**src/rtl/fsup_pkg.sv**
```systemverilog
`timescale 1ns/1ps
package fsup_pkg;

    localparam longint unsigned NS_PER_SEC = 64'd1_000_000_000;

    // Fault causes after synchronization
    typedef struct packed {
        logic over_temp;
        logic over_curr;
    } fsup_cause_t;

    // Supervisor state
    typedef enum logic {
        FS_ARMED   = 1'b0,
        FS_TRIPPED = 1'b1
    } fsup_state_t;

    // Convert a time in ns into clock cycles, rounded up
    function automatic int unsigned ns_to_cycles(longint unsigned clk_hz,
                                                 longint unsigned ns);
        longint unsigned prod;
        prod = clk_hz * ns;
        return 32'((prod + NS_PER_SEC - 64'd1) / NS_PER_SEC);
    endfunction

    // Lower bound on a derived count
    function automatic int unsigned at_least(int unsigned value, int unsigned floor_v);
        return (value < floor_v) ? floor_v : value;
    endfunction

endpackage

```
**src/rtl/fsup_sync.sv**
```systemverilog
`timescale 1ns/1ps
module fsup_sync #(
    parameter int unsigned    W       = 1,
    parameter logic [W-1:0]   RST_VAL = '0
) (
    input  logic         clk,
    input  logic         rst,
    input  logic [W-1:0] d_async,
    output logic [W-1:0] q_sync
);
    logic [W-1:0] stage1;
    logic [W-1:0] stage2;

    for (genvar b = 0; b < W; b++) begin : g_bit
        always_ff @(posedge clk) begin
            if (rst) begin
                stage1[b] <= RST_VAL[b];
                stage2[b] <= RST_VAL[b];
            end else begin
                stage1[b] <= d_async[b];
                stage2[b] <= stage1[b];
            end
        end
    end

    assign q_sync = stage2;
endmodule

```
**src/rtl/fsup_width_qual.sv**
```systemverilog
`timescale 1ns/1ps
module fsup_width_qual #(
    parameter int unsigned MIN_CYC = 25
) (
    input  logic clk,
    input  logic rst,
    input  logic req_n_s,
    output logic accept
);
    localparam int unsigned CW = $clog2(MIN_CYC + 1);
    localparam logic [CW-1:0] SAT = CW'(MIN_CYC);

    logic [CW-1:0] low_cnt;
    logic          req_prev;

    // Count low cycles, saturating at the minimum width
    always_ff @(posedge clk) begin
        if (rst) begin
            low_cnt  <= '0;
            req_prev <= 1'b1;
        end else begin
            req_prev <= req_n_s;
            if (req_n_s)
                low_cnt <= '0;
            else if (low_cnt != SAT)
                low_cnt <= low_cnt + 1'b1;
        end
    end

    // Judged on the release edge
    assign accept = req_n_s && !req_prev && (low_cnt == SAT);
endmodule

```
**src/rtl/fsup_retry_timer.sv**
```systemverilog
`timescale 1ns/1ps
module fsup_retry_timer #(
    parameter int unsigned PERIOD = 250
) (
    input  logic clk,
    input  logic rst,
    input  logic run,
    output logic tick
);
    localparam int unsigned CW = $clog2(PERIOD);
    localparam logic [CW-1:0] LAST = CW'(PERIOD - 1);

    logic [CW-1:0] cnt;

    assign tick = run && (cnt == LAST);

    always_ff @(posedge clk) begin
        if (rst || !run)
            cnt <= '0;
        else if (tick)
            cnt <= '0;
        else
            cnt <= cnt + 1'b1;
    end
endmodule

```
**src/rtl/fault_supervisor.sv**
```systemverilog
`timescale 1ns/1ps
module fault_supervisor
    import fsup_pkg::*;
#(
    parameter longint unsigned CLK_HZ     = 64'd250_000_000,
    parameter int unsigned     CLR_MIN_NS = 100,
    parameter int unsigned     RETRY_NS   = 1000
) (
    input  logic clk,
    input  logic rst,
    input  logic over_temp_i,
    input  logic over_curr_i,
    input  logic auto_retry_i,
    input  logic clr_req_n_i,
    output logic fault_o,
    output logic drv_en_o
);
    localparam int unsigned CLR_MIN_CYC = at_least(ns_to_cycles(CLK_HZ, 64'(CLR_MIN_NS)), 1);
    localparam int unsigned RETRY_CYC   = at_least(ns_to_cycles(CLK_HZ, 64'(RETRY_NS)), 2);

    // Synchronizers: {clear_n, over_temp, over_curr}
    logic [2:0]  raw_in;
    logic [2:0]  sync_out;
    fsup_cause_t cause_s;
    logic        clr_n_s;

    assign raw_in = {clr_req_n_i, over_temp_i, over_curr_i};

    fsup_sync #(.W(3), .RST_VAL(3'b100)) u_sync (
        .clk     (clk),
        .rst     (rst),
        .d_async (raw_in),
        .q_sync  (sync_out)
    );

    assign clr_n_s           = sync_out[2];
    assign cause_s.over_temp = sync_out[1];
    assign cause_s.over_curr = sync_out[0];

    logic cause_hit;
    assign cause_hit = cause_s.over_temp | cause_s.over_curr;

    // Clear-pulse width qualification
    logic clr_accept;
    fsup_width_qual #(.MIN_CYC(CLR_MIN_CYC)) u_qual (
        .clk     (clk),
        .rst     (rst),
        .req_n_s (clr_n_s),
        .accept  (clr_accept)
    );

    // Retry timer runs only while tripped in retry mode
    fsup_state_t st, st_nx;
    logic        tripped;
    logic        retry_tick;

    assign tripped = (st == FS_TRIPPED);

    fsup_retry_timer #(.PERIOD(RETRY_CYC)) u_retry (
        .clk  (clk),
        .rst  (rst),
        .run  (auto_retry_i && tripped),
        .tick (retry_tick)
    );

    logic release_ok;
    assign release_ok = !cause_hit &&
                        ((auto_retry_i && retry_tick) || (!auto_retry_i && clr_accept));

    always_comb begin
        st_nx = st;
        unique case (st)
            FS_ARMED:   if (cause_hit)  st_nx = FS_TRIPPED;
            FS_TRIPPED: if (release_ok) st_nx = FS_ARMED;
            default:    st_nx = FS_ARMED;
        endcase
    end

    always_ff @(posedge clk) begin
        if (rst) st <= FS_ARMED;
        else     st <= st_nx;
    end

    // Enable drops in the first cycle a synchronized fault is present
    assign fault_o  = tripped | cause_hit;
    assign drv_en_o = ~fault_o;
endmodule

```
**config.mk**
```make
export PLATFORM = sky130hd
export DESIGN_NAME = fault_supervisor
export DESIGN_NICKNAME = d
export VERILOG_FILES = /design/src/rtl/fsup_pkg.sv /design/src/rtl/fsup_sync.sv /design/src/rtl/fsup_width_qual.sv /design/src/rtl/fsup_retry_timer.sv /design/src/rtl/fault_supervisor.sv
export SDC_FILE = /design/constraint.sdc
export NUM_CORES = 1
export LEC_CHECK = 0
export ABC_AREA = 0
export BUFFER_PORTS_ARGS = -buffer_cell sky130_fd_sc_hd__buf_2
export CORE_UTILIZATION = 40
export CTS_BUF_LIST = sky130_fd_sc_hd__clkbuf_4
export DETAILED_ROUTE_END_ITERATION = 16
export HOLD_SLACK_MARGIN = 0.1
export PLACE_DENSITY_LB_ADDON = 0.25
export SYNTH_ARGS = -nofsm -noshare
export SYNTH_HDL_FRONTEND = slang
export SYNTH_HIERARCHICAL = 1
export SYNTH_SLANG_ARGS = --single-unit
export TNS_END_PERCENT = 100
```
**constraint.sdc**
```tcl
create_clock -name clk -period 1.4 [get_ports clk]
set_clock_uncertainty 0.05 [all_clocks]
set_input_delay 0.21 -clock clk [delete_from_list [all_inputs] [get_ports clk]]
set_output_delay 0.21 -clock clk [all_outputs]
set_load 0.03 [all_outputs]
```
Yosys cells after proc, flatten, opt, wreduce, memory -nomap -nowiden. Cells that the tools add are included.

Add/subtract/negate cells: 2. Equal/unequal tests: 3. Mux-type cells: 3. Bitwise logic cells: 4. Reductions and logical operators: 15.

Operators by type and width (number): $add A8 B1 Y8 const B (1); $eq A8 B8 Y1 const B (1); $logic_and A1 B1 Y1 (7); $add A5 B1 Y5 const B (1); $eq A5 B5 Y1 const B (1); $ne A5 B5 Y1 const B (1); $logic_not A1 Y1 (4); $reduce_or A2 Y1 (2); $logic_or A1 B1 Y1 (2); $mux W1 (2); $not A1 Y1 (2); $or A1 B1 Y1 (2); $pmux W1 S2 (1).

Register bits after elaboration: 21. Output and inout bits: 2. Word-level logic and storage cells: 37.

Longest topological paths before layout.
Depth in word-level cells: 8. Mapped depth: 6. Mapped depth without buffers: 6.

Cells and area by module. Netlist, hierarchy kept.

Modules (own cells, without submodules): fsup_retry_timer (times used 1, cells an instance 39, area an instance 369.1 um^2, seq. area each 160.2 um^2); fsup_width_qual (times used 1, cells an instance 30, area an instance 321.6 um^2, seq. area each 120.1 um^2); fsup_sync (times used 1, cells an instance 12, area an instance 157.7 um^2, seq. area each 120.1 um^2); fault_supervisor (times used 1, cells an instance 8, area an instance 75.1 um^2, seq. area each 20.0 um^2).

Worst setup path before layout. Ideal clock, no wire load.

Kind: register to register. From: register u_retry.cnt[1]. To: register st. Setup time: 0.073 ns. Data arrival time: 1.320 ns. Data required time: 1.277 ns. Slack: -0.042 ns. Stages on the path, launching flop included: 7. Buffers on the path: 0. Period minus slack after synthesis: 1.442 ns. Cell sequence: dfxtp_1 > inv_1 > ha_1 > nor2b_1 > and4_2 > mux2_1 > o22ai_2.

Word-level cells in the longest chain between the ends: 7.

RTL lines: start, declared (RTL line fsup_retry_timer.sv:13) `logic [CW-1:0] cnt;`; start signal, assigned (RTL line fsup_retry_timer.sv:23) `cnt <= cnt + 1'b1;`; $eq A8 B8 Y1 (RTL line fsup_retry_timer.sv:15) `assign tick = run && (cnt == LAST);`; $logic_and A1 B1 Y1 (RTL line fsup_retry_timer.sv:15); net retry_tick (RTL line fault_supervisor.sv:55) `logic retry_tick;`; $logic_and A1 B1 Y1 (RTL line fault_supervisor.sv:68) `((auto_retry_i && retry_tick) || (!auto_retry_i && clr_accept));`; $logic_or A1 B1 Y1 (RTL line fault_supervisor.sv:68); $logic_and A1 B1 Y1 (RTL line fault_supervisor.sv:67) `assign release_ok = !cause_hit &&`; $mux W1 (RTL line fault_supervisor.sv:74) `FS_TRIPPED: if (release_ok) st_nx = FS_ARMED;`; $pmux W1 S2 (RTL line fault_supervisor.sv:72) `unique case (st)`; end signal, assigned (RTL line fault_supervisor.sv:81) `else st <= st_nx;`; end, declared (RTL line fault_supervisor.sv:53) `fsup_state_t st, st_nx;`.

The timed path passes the listed nets, and every way through them passes these cells. A chain may end at the register's enable or synchronous reset.

Final worst setup path.
From: register u_sync.stage2[1], in the netlist u_sync/q_sync[1]. To: output drv_en_o.

Word-level cells in the longest chain between the ends: 3.

RTL lines: start, declared (RTL line fsup_sync.sv:12) `logic [W-1:0] stage2;`; start signal, assigned by index (RTL line fsup_sync.sv:18) `stage2[b] <= RST_VAL[b];`; start signal, assigned by index (RTL line fsup_sync.sv:21) `stage2[b] <= stage1[b];`; $or A1 B1 Y1 (RTL line fault_supervisor.sv:41) `assign cause_hit = cause_s.over_temp | cause_s.over_curr;`; $or A1 B1 Y1 (RTL line fault_supervisor.sv:85) `assign fault_o = tripped | cause_hit;`; $not A1 Y1 (RTL line fault_supervisor.sv:86) `assign drv_en_o = ~fault_o;`; end, declared (RTL line fault_supervisor.sv:16) `output logic drv_en_o`.

No other way between the ends.

==> run_summary.xml <==
<?xml version="1.0" encoding="UTF-8"?>
<metrics>
  <group name="clock_tree">
    <metric name="clock_tree_root" unit="">sky130_fd_sc_hd__clkbuf_4</metric>
    <metric name="htree_levels" unit="">1</metric>
    <metric name="tritoncts" unit="">yes</metric>
    <metric name="worstSkewPairLatency" unit="ps">300</metric>
    <metric name="clk_pin_slew" unit="ps">120</metric>
    <metric name="cts_made_buffers" unit="">3</metric>
    <metric name="cts-root-to-sink-buffers" unit="">2</metric>
    <metric name="clkSinkCount" unit="">21</metric>
  </group>
  <group name="hold_path">
    <metric name="hold_path.startpoint" unit="">auto_retry_i</metric>
    <metric name="hp-class" unit="">primary input to register</metric>
  </group>
  <group name="worst_setup_path">
    <metric name="crit_path_max_fanout" unit="">2</metric>
    <metric name="type_of_element_capturing_the_critical_path" unit="">output pin</metric>
    <metric name="startpoint" unit="">u_sync/q_sync[1]</metric>
    <metric name="cp_cell_sequence" unit="">or3_4 &gt; inv_2 &gt; buf_6</metric>
    <metric name="worst-r2r-setup-slack" unit="ps">40</metric>
    <metric name="cp_max_stage_cell" unit="">sky130_fd_sc_hd__or3_4</metric>
    <metric name="worst_setup_path_start_kind" unit="">register</metric>
    <metric name="timing.critical_path.arrival" unit="ps">1190</metric>
    <metric name="critical_path_required" unit="ps">1140</metric>
    <metric name="critical_path.reg2reg.startpoint" unit="">u_qual/low_cnt[1]</metric>
    <metric name="path_class" unit="">register to output pin</metric>
    <metric name="slowest_delay" unit="ps">380</metric>
  </group>
  <group name="power_and_ir_drop">
    <metric name="design_power_total" unit="mW">1.00</metric>
    <metric name="pwr-share-comb" unit="">0.088</metric>
    <metric name="p_int" unit="uW">762</metric>
    <metric name="power.share.sequential" unit="">0.619</metric>
    <metric name="switching_power_share_of_the_total" unit="">0.239</metric>
    <metric name="p_leak" unit="nW">0.415</metric>
    <metric name="power.ir.vdd_worst" unit="mV">0.383</metric>
    <metric name="power.net_switching" unit="uW">239</metric>
    <metric name="power.density" unit="nW/um^2">880</metric>
    <metric name="power.clock.fraction" unit="">0.293</metric>
  </group>
  <group name="placement">
    <metric name="numPortBuffers" unit="">7</metric>
    <metric name="detailedPlacementHpwl" unit="mm">1.03</metric>
    <metric name="globalplace.congestion" unit="">0.755</metric>
  </group>
  <group name="global_route">
    <metric name="grt_first_pass_wirelength" unit="mm">2.62</metric>
    <metric name="first_global_vias" unit="">618</metric>
    <metric name="overflow" unit="">0</metric>
    <metric name="grt_antenna_before_repair" unit="">0</metric>
    <metric name="grtUsageTotal" unit="">0.141</metric>
    <metric name="grt_start_max_net_pins" unit="">19</metric>
  </group>
  <group name="floorplan">
    <metric name="starting_density_of_the_core" unit="">0.421</metric>
    <metric name="die_height" unit="um">50.0</metric>
    <metric name="design.die.area" unit="um^2">2500</metric>
    <metric name="io_pins" unit="">8</metric>
    <metric name="width_of_the_die" unit="um">50.0</metric>
    <metric name="core.rowCount" unit="">17</metric>
    <metric name="area_of_the_placeable_core" unit="um^2">2190</metric>
  </group>
  <group name="logic_synthesis">
    <metric name="synth-edff-count" unit="">0</metric>
    <metric name="synth.top_cells.by_count" unit="">sky130_fd_sc_hd__dfxtp_1 (21), sky130_fd_sc_hd__nor2_1 (6), sky130_fd_sc_hd__nor2b_1 (5), sky130_fd_sc_hd__nor3_1 (5)</metric>
    <metric name="ys_types" unit="">34</metric>
    <metric name="seq_area_frac_synth" unit="">0.455</metric>
    <metric name="synthMostInstantiatedCell" unit="">sky130_fd_sc_hd__dfxtp_1</metric>
    <metric name="synth.yosys.warnings" unit="">6</metric>
    <metric name="netlist.top_cell.by_area" unit="">sky130_fd_sc_hd__dfxtp_1</metric>
    <metric name="synth_area" unit="um^2">923</metric>
    <metric name="syn_nets" unit="">99</metric>
    <metric name="netlist_top_cells_area" unit="">sky130_fd_sc_hd__dfxtp_1 (46%), sky130_fd_sc_hd__ha_1 (5.4%), sky130_fd_sc_hd__nor2b_1 (3.4%)</metric>
    <metric name="syn_area_per_cell" unit="um^2">10.4</metric>
    <metric name="synthDominantCellAreaShare" unit="">0.455</metric>
    <metric name="syn-instance-count" unit="">89</metric>
    <metric name="ys_ff_latch" unit="">21</metric>
    <metric name="asyncSetResetFlopFracSynth" unit="">0</metric>
    <metric name="synthFlopType" unit="">sky130_fd_sc_hd__dfxtp_1</metric>
  </group>
  <group name="cells_and_area">
    <metric name="drive_gt1_frac" unit="">0.402</metric>
    <metric name="multiInputGateArea" unit="um^2">519</metric>
    <metric name="fillCellCount" unit="">203</metric>
    <metric name="syn2layout_area_growth" unit="%">23.2</metric>
    <metric name="final-seq-area" unit="um^2">425</metric>
    <metric name="nets" unit="">118</metric>
    <metric name="antenna_cells" unit="">0</metric>
  </group>
  <group name="timing">
    <metric name="fmax" unit="MHz">688</metric>
    <metric name="layout_worst_path_cycle_share" unit="">1.04</metric>
    <metric name="drv_slew" unit="">0</metric>
    <metric name="totalNegativeSetupSlack" unit="ps">-106</metric>
    <metric name="post-route-worst-setup-slack" unit="ps">-52.9</metric>
    <metric name="final-hold-violation-count" unit="">0</metric>
    <metric name="measured_slew_at_the_worst_slew_check_pin" unit="ps">297</metric>
    <metric name="finalSetupViolations" unit="">2</metric>
    <metric name="timing.slew.headroom" unit="">0.802</metric>
    <metric name="unrepaired_setup_endpoints_after_global_routing" unit="">true</metric>
    <metric name="layout_min_cycle_time" unit="ps">1450</metric>
  </group>
  <group name="routing">
    <metric name="drc_errors" unit="">0</metric>
    <metric name="first_iter_violations" unit="">3</metric>
    <metric name="vias_per_inst" unit="">4.96</metric>
    <metric name="drtPass1Iterations" unit="">2</metric>
    <metric name="detail-route-antenna-nets" unit="">0</metric>
    <metric name="routed-via-count" unit="">670</metric>
    <metric name="wl_per_cell" unit="um">11.6</metric>
    <metric name="finalWirelength" unit="mm">1.57</metric>
  </group>
  <group name="status">
    <metric name="outcome" unit="">finished, violations left</metric>
    <metric name="failed_checks" unit="">setup timing</metric>
  </group>
  <group name="job">
    <metric name="drv_cap" unit="">0</metric>
  </group>
</metrics>
==> sequential cells by signal, indices dropped and copies added, names as in the netlist <==
register / count
u_retry/cnt: 8
u_sync/stage1: 3
u_qual/low_cnt: 5
u_sync/q_sync: 3
u_qual/req_prev: 1
st: 1
==> logic make-up after synthesis <==
logic type	after synthesis	share of synthesized area
adders and majority gates	4	0.0542
and+or+nand+nor	41	0.278
muxes	5	0.0691
buffers and inverters	5	0.0298
xor gates and xnor gates	4	0.0379
DFF	21	0.455
AOI/OAI and AO/OA	9	0.0759
==> critical path, delay by kind of cell (launching register included) <==
kind / cells / cell delay, ps
buffers and inverters: 2 / 180
flip-flops: 1 / 330
AND/OR/NAND/NOR: 1 / 380
==> layout by cell type (no fill, tap or decap), types with 2 or more instances in the layout <==
cell type,netlist,layout
sky130_fd_sc_hd__nand2_1,3,3
sky130_fd_sc_hd__dfxtp_2,0,4
sky130_fd_sc_hd__xor2_1,2,2
sky130_fd_sc_hd__o21ai_0,3,3
sky130_fd_sc_hd__inv_2,1,2
sky130_fd_sc_hd__buf_2,1,5
sky130_fd_sc_hd__nand2b_1,2,2
sky130_fd_sc_hd__dfxtp_1,21,17
sky130_fd_sc_hd__buf_4,0,7
sky130_fd_sc_hd__dlygate4sd3_1,0,3
sky130_fd_sc_hd__or2_1,3,3
sky130_fd_sc_hd__nor2_1,6,6
sky130_fd_sc_hd__mux2_4,2,3
sky130_fd_sc_hd__nor2b_1,5,4
sky130_fd_sc_hd__and4_4,1,2
sky130_fd_sc_hd__ha_4,0,2
sky130_fd_sc_hd__or3_4,1,2
sky130_fd_sc_hd__nor3_1,5,5
sky130_fd_sc_hd__clkbuf_4,0,3
sky130_fd_sc_hd__xnor2_1,2,2
sky130_fd_sc_hd__mux2_2,2,2
sky130_fd_sc_hd__a21oi_2,1,2
sky130_fd_sc_hd__nand3_1,4,4
sky130_fd_sc_hd__nor3b_1,4,4
==> layout make-up <==
| cell class | count | share of cell area |
|---|---|---|
| Multi-Input combinational cell | 63 | 0.457 |
| Clock inverter | 1 | 0.00440 |
| Sequential cell | 21 | 0.374 |
| Timing Repair Buffer | 16 | 0.105 |
| Clock buffer | 3 | 0.0198 |
| Inverter | 3 | 0.00990 |
| Tap cell | 28 | 0.0308 |
==> power groups by stage <==
| stage | Combinational [mW] | Clock [mW] | Sequential (mW) |
|---|---|---|---|
| final | 0.0881 | 0.293 | 0.620 |
| after detailed placement | 0.0719 | 0 | 0.633 |
| after global routing | 0.0952 | 0.331 | 0.622 |
| after floorplan | 0.0527 | 0 | 0.630 |
| after CTS | 0.0856 | 0.302 | 0.619 |
| after global placement | 0.0705 | 0 | 0.632 |
==> repair_timing <==
| item | in CTS | in global routing |
|---|---|---|
| resized for setup | 4 | 11 |
| hold buffers | 3 | 0 |
| endpoints found under the setup margin | 3 | 4 |
| buffers inserted | 1 | 0 |
| pin swaps | 1 | 1 |
| hold endpoints to repair | 3 | 0 |
==> per-layer routing <==
layer  GRT usage  share of wire  vias up
li1            -              -      345
met3      0.0278          0.019        2
met1       0.171           0.48      319
met4       0.100          0.017        0
met5           0              0        -
met2       0.218           0.48        4
==> per-stage QoR <==
step	instances	worst slack (ps)	utilization	area [um^2]	hold WS [ps]
global placement	127	17.8	0.466	1020	336
detailed placement	127	-0.158	0.466	1020	344
floorplan	89	30.9	-	930	232
finish	135	-52.9	0.519	1140	192
CTS	135	-64.3	0.500	1100	195
global route	135	-96.5	0.519	1140	190
==> final timing paths <==
check,endpoint,depth (start not counted)
hold / removal,st,3
setup reg to reg,st,6
hold reg to reg,u_sync/q_sync[2],1
setup / recovery,drv_en_o,3
No activity file was read; power rests on OpenSTA's default activity.
